### src/rtl/pvp_pkg.sv
// Package: shared constants and the element-size code for the packer.
// Assumes: the vector length is a power of two of at least 128.
package pvp_pkg;

    typedef enum logic [1:0] {
        ESZ_8  = 2'b00,
        ESZ_16 = 2'b01,
        ESZ_32 = 2'b10,
        ESZ_64 = 2'b11
    } esz_e;

    localparam int NUM_SIZES = 4;
    localparam int IDX_W     = 3;

endpackage

### src/rtl/pvp_gather.sv
// Module: pvp_gather
// Builds one packed bitmap per element size from the predicate. The bitmap
// for size code s takes every (2**s)-th predicate bit and zero-pads the top.
// Assumes: PL is divisible by 8, so every stride divides it exactly.
module pvp_gather #(
    parameter int PL = 32
) (
    input  logic [PL-1:0]                    pred,
    output logic [pvp_pkg::NUM_SIZES-1:0][PL-1:0] bitmaps
);
    for (genvar s = 0; s < pvp_pkg::NUM_SIZES; s++) begin : g_size
        localparam int N = PL >> s;
        for (genvar e = 0; e < PL; e++) begin : g_bit
            if (e < N) begin : g_take
                // Pick the flag bit of element e.
                assign bitmaps[s][e] = pred[e << s];
            end else begin : g_pad
                // Positions above the element count stay zero.
                assign bitmaps[s][e] = 1'b0;
            end
        end
    end
endmodule

### src/rtl/pvp_place.sv
// Module: pvp_place
// Places each size's bitmap into its destination block, in zeroing or merging
// form, and selects the variant for the requested size. An illegal index
// passes the destination through and raises the flag.
// Assumes: the index is 3 bits wide; legality is index < 2**size_code.
module pvp_place #(
    parameter int VL = 256,
    parameter int PL = VL / 8
) (
    input  logic [1:0]                            esz,
    input  logic [pvp_pkg::IDX_W-1:0]             idx,
    input  logic [pvp_pkg::NUM_SIZES-1:0][PL-1:0] bitmaps,
    input  logic [VL-1:0]                         dst,
    output logic [VL-1:0]                         result,
    output logic                                  bad
);
    logic [pvp_pkg::NUM_SIZES-1:0][VL-1:0] placed;
    logic [pvp_pkg::NUM_SIZES-1:0]         legal;
    logic                                  zero_fill;

    assign zero_fill = (idx == '0);

    for (genvar s = 0; s < pvp_pkg::NUM_SIZES; s++) begin : g_var
        localparam int N = PL >> s;
        localparam logic [VL-1:0] FMASK = {{(VL-N){1'b0}}, {N{1'b1}}};
        logic [VL-1:0] bm_wide;
        logic [VL-1:0] keep;
        int            shamt;

        assign bm_wide = {{(VL-PL){1'b0}}, bitmaps[s]};
        assign shamt   = int'(idx) * N;
        // Index is legal when no bit at or above position s is set.
        assign legal[s] = ((idx >> s) == '0);

        // Keep the old bits outside the block, or nothing when zero-filling.
        always_comb begin
            keep = zero_fill ? '0 : (dst & ~(FMASK << shamt));
            placed[s] = keep | (bm_wide << shamt);
        end
    end

    // Choose the variant for the requested size, or pass through if illegal.
    always_comb begin
        bad    = !legal[esz];
        result = bad ? dst : placed[esz];
    end
endmodule

### src/rtl/pred_bitmap_packer.sv
// Module: pred_bitmap_packer (top)
// Packs predicate flags into a bitmap and writes it into a vector block. The
// result is registered: one cycle of latency, one operation per cycle.
// Assumes: VL is a power of two from 128 to 2048; reset is synchronous and
// active low.
module pred_bitmap_packer #(
    parameter int VL = 256,
    localparam int PL = VL / 8
) (
    input  logic          clk,
    input  logic          rst_n,
    input  logic          op_valid,
    input  logic [1:0]    elem_size,
    input  logic [2:0]    portion_idx,
    input  logic [PL-1:0] pred_in,
    input  logic [VL-1:0] dst_cur,
    output logic          res_valid,
    output logic [VL-1:0] dst_new,
    output logic          idx_bad
);
    logic [pvp_pkg::NUM_SIZES-1:0][PL-1:0] bitmaps;
    logic [VL-1:0]                         result_c;
    logic                                  bad_c;

    pvp_gather #(.PL(PL)) u_gather (
        .pred    (pred_in),
        .bitmaps (bitmaps)
    );

    pvp_place #(.VL(VL), .PL(PL)) u_place (
        .esz     (elem_size),
        .idx     (portion_idx),
        .bitmaps (bitmaps),
        .dst     (dst_cur),
        .result  (result_c),
        .bad     (bad_c)
    );

    // Valid strobe follows the input strobe by one cycle.
    always_ff @(posedge clk) begin
        if (!rst_n) res_valid <= 1'b0;
        else        res_valid <= op_valid;
    end

    // Result and flag are captured only for a valid operation.
    always_ff @(posedge clk) begin
        if (!rst_n) begin
            dst_new <= '0;
            idx_bad <= 1'b0;
        end else if (op_valid) begin
            dst_new <= result_c;
            idx_bad <= bad_c;
        end
    end

    AST_VALID_NEXT: assert property (@(posedge clk) disable iff (!rst_n)
        op_valid |=> res_valid);
    AST_VALID_CAUSE: assert property (@(posedge clk) disable iff (!rst_n)
        res_valid |-> $past(op_valid));
    AST_BAD_PASSTHRU: assert property (@(posedge clk) disable iff (!rst_n)
        (res_valid && idx_bad) |-> (dst_new == $past(dst_cur)));
    AST_BAD_RANGE: assert property (@(posedge clk) disable iff (!rst_n)
        res_valid |-> (idx_bad == (($past(portion_idx) >> $past(elem_size)) != 3'd0)));
    AST_ZERO_HIGH: assert property (@(posedge clk) disable iff (!rst_n)
        (res_valid && !idx_bad && $past(portion_idx) == 3'd0)
            |-> (dst_new[VL-1:PL] == '0));
    AST_MERGE_HIGH: assert property (@(posedge clk) disable iff (!rst_n)
        (res_valid && !idx_bad && $past(portion_idx) != 3'd0)
            |-> (dst_new[VL-1:PL] == $past(dst_cur[VL-1:PL])));
    AST_IDLE_HOLD: assert property (@(posedge clk) disable iff (!rst_n)
        (!op_valid && !$past(!rst_n)) |=> ($stable(dst_new) && $stable(idx_bad)));
endmodule

### config.mk
export PLATFORM = sky130hd
export DESIGN_NAME = pred_bitmap_packer
export DESIGN_NICKNAME = d
export VERILOG_FILES = /design/src/rtl/pvp_pkg.sv /design/src/rtl/pvp_gather.sv /design/src/rtl/pvp_place.sv /design/src/rtl/pred_bitmap_packer.sv
export SDC_FILE = /design/constraint.sdc
export NUM_CORES = 1
export LEC_CHECK = 0
export BUFFER_PORTS_ARGS = -buffer_cell sky130_fd_sc_hd__buf_2
export CORE_AREA = 2 2 215 217
export CTS_CLUSTER_SIZE = 20
export DETAILED_ROUTE_END_ITERATION = 8
export DIE_AREA = 0 0 217 219
export GPL_ROUTABILITY_DRIVEN = 0
export GPL_TIMING_DRIVEN = 0
export MAX_ROUTING_LAYER = met4
export SLEW_MARGIN = 15
export SYNTH_ARGS = -nofsm -noshare
export SYNTH_HDL_FRONTEND = slang
export SYNTH_SLANG_ARGS = --single-unit
### constraint.sdc
create_clock -name clk -period 3.3 [get_ports clk]
set_clock_uncertainty 0.15 [all_clocks]
set_input_delay 0.66 -clock clk [delete_from_list [all_inputs] [get_ports clk]]
set_output_delay 0.66 -clock clk [all_outputs]
set_load 0.005 [all_outputs]
==> flow_metrics.py <==
metrics = {
    "run_status": {
        "status": "finished, violations left",
        "violations": "DRC",
    },
    "detailed_routing": {
        "num_vias": 16150,
        "firstDrtPassIters": 9,
        "vias_per_cell": 5.64,
        "ant_nets": 0,
        "drc": 55,
        "wl_mm": 66.7,
        "drt_iter0_drc": 2027,
        "routed_wire_length_per_instance_um": 23.3,
    },
    "clock_tree": {
        "cts_hold_buf": 0,
        "cts_resized": 0,
        "cts.clk_slew.worst_paths_ns": 0.06,
        "root_buffer": "clkbuf_16",
        "clock_latency_ns": 0.60,
        "cts_setup_buffers": 0,
        "htree_levels": 1,
        "cts_buffer_depth": 3,
        "cts_tree": "yes",
        "numCtsBuffers": 30,
        "clock-sinks": 258,
    },
    "critical_path": {
        "r2r_start": "dst_new[26]",
        "reg2regPathDepth": 4,
        "required_ns": 3.68,
        "worstPathMaxFanout": 10,
        "start_kind": "input pin",
        "timing_worst_setup_path_type": "input pin to flop",
        "worst_ep_arrival_time_ns": 2.98,
        "ff2ff_setup_slack_ns": 2.09,
        "r2r_end": "dst_new[26]",
        "end_kind": "flop",
    },
    "synth": {
        "yosysSeqAreaShare_pct": 41.0,
        "syn-cell-area_sq_mm": 0.0126,
        "syn_nets": 1944,
        "synthCells": 1648,
        "syn_avg_cell_area_sq_um": 7.65,
        "ys_seq_elements": 258,
        "synthFlopType": "dfxtp_1",
        "synth_edf_count": 0,
        "ys_types": 74,
        "synthArstFlopShare_pct": 0,
        "yosysWarningCount": 0,
    },
    "sta": {
        "rsz0062_at_grt": "false",
        "period_minus_slack_ns": 2.60,
        "fmax_mhz": 384,
        "tightest_slew_ns": 1.01,
        "period_share_pct": 78.8,
        "finalSetupTns_ns": 0,
        "hold_viol": 0,
        "slew-limit-headroom_pct": 32.5,
        "hold_ws_ns": 0.181,
        "setup_viol": 0,
        "slew_violations": 0,
    },
    "layout": {
        "area_growth_syn_to_layout_pct": 36.2,
        "seq_area_sq_mm": 0.00516,
        "final_cell_mix": "buf_2, nand2_1, dfxtp_1, nand3_1, a21oi_1",
        "fin_cells": 2864,
        "postLayoutCellArea_sq_mm": 0.0172,
        "layout_commonest_cell": "buf_2",
        "fillers": 4773,
        "post-route-util_pct": 38.1,
        "multi_input_area_sq_mm": 0.00658,
        "fin_nets": 2524,
        "drive_above_1_share_pct": 30.4,
    },
    "placed_design": {
        "place_area_sq_mm": 0.0161,
        "numPortBuffers": 548,
        "dpl.cell_count": 2796,
        "dp_hpwl_mm": 50.0,
    },
    "power": {
        "power_density_mw_per_mm2": 494,
        "ir_worst_vdd_mv": 0.361,
        "p_leak_uw": 0.00754,
    },
    "die": {
        "core_sq_mm": 0.0451,
        "io_pins": 554,
        "die_x_um": 217,
        "rows": 78,
        "dieHeight_um": 219,
        "initial_utilization_pct": 28.0,
        "die_area_sq_mm": 0.0475,
    },
    "grt": {
        "grt_pass1_wl_mm": 95.6,
        "grtUsageTotal_pct": 27.1,
        "grt_pass1_vias": 15385,
        "antenna_found_initial": 16,
        "grt_max_degree": 17,
        "grt_overflow": 0,
    },
    "min_path": {
        "whs_endpoint": "dst_new[197]",
        "hp-class": "input pin to flop",
        "min_path_cells": 3,
        "hold_start": "dst_cur[197]",
    },
    "job": {
        "drv_cap": 0,
    },
}
==> state kept, by name, summed over array words and instances (netlist names) <==
name,flops
dst_new,256
idx_bad,1
res_valid,1
==> worst max-delay path, stage by stage <==
cell	delay (ns)
buf_2	0.13
buf_2	0.26
clkbuf_1	0.74
clkbuf_1	0.72
nand4_1	0.25
a21oi_1	0.20
==> per-stage QoR <==
stage / setup WS [ns] / total power, uW
after global routing: 0.667 / 8780
final: 0.698 / 8490
after floorplan: 1.15 / 4210
after detailed placement: 0.134 / 5000
after global placement: 0.126 / 4980
after CTS: 0.756 / 8490
==> worst max path at each step <==
| stage | from | endpoint | cells after the start |
|---|---|---|---|
| 6_report | op_valid | dst_new[31] | 6 |
| 5_1_grt | op_valid | dst_new[44] | 6 |
| 4_1_cts | op_valid | dst_new[44] | 6 |
| 3_5_place_dp | op_valid | dst_new[44] | 6 |
| 3_3_place_gp | op_valid | dst_new[44] | 6 |
| 2_1_floorplan | portion_idx[0] | dst_new[16] | 8 |
==> cell families (layout without fill, tap and decap cells) <==
kind of cell,after synthesis,after routing,share of synthesized area [%]
mux,11,11,0.873
flops,258,258,41.0
buf+inv,190,793,6.84
other cells,0,13,0
compound gates,539,539,27.9
simple gates,650,650,23.4
==> cell usage after synthesis, drive strengths merged (12+ instances only) <==
cell | count | area share [%]
a221oi | 13 | 0.90
nand3 | 232 | 9.2
o21ai | 71 | 2.9
o2bb2ai | 16 | 1.1
inv | 13 | 0.39
dfxtp | 258 | 41
o211ai | 12 | 0.82
nor2 | 39 | 1.2
clkbuf | 108 | 3.2
nand2 | 311 | 9.3
a31oi | 26 | 1.4
a221o | 28 | 2.2
a211oi | 16 | 0.95
a21boi | 33 | 2.0
a21oi | 228 | 9.0
a22oi | 14 | 0.87
a32o | 12 | 0.95
buf | 68 | 3.2
nor2b | 12 | 0.62
==> metal layers <==
metal | wire, um | track usage [%]
met4 | 3680 | 12.0
met5 | 0 | -
met1 | 24600 | 31.0
met2 | 29100 | 41.0
met3 | 9360 | 11.9
==> power by group <==
group          switching (uW)  leakage (uW)  total, uW  internal [uW]
Sequential                110       0.00213       3420           3310
Combinational             996       0.00490       1590            590
Clock                    1440      0.000515       3490           2040
Total                    2550       0.00754       8490           5940
==> layout make-up <==
| class | instances | area share (%) |
|---|---|---|
| antenna | 13 | 0.189 |
| buffer | 176 | 4.71 |
| clock buffer | 40 | 4.94 |
| clock inverter | 15 | 1.09 |
| inverter | 14 | 0.306 |
| multi-input combinational | 1200 | 38.3 |
| sequential | 258 | 30.1 |
| tap | 600 | 4.37 |
| timing repair buffer | 548 | 16.0 |
Note: power is estimated with default switching activity, not from simulation.
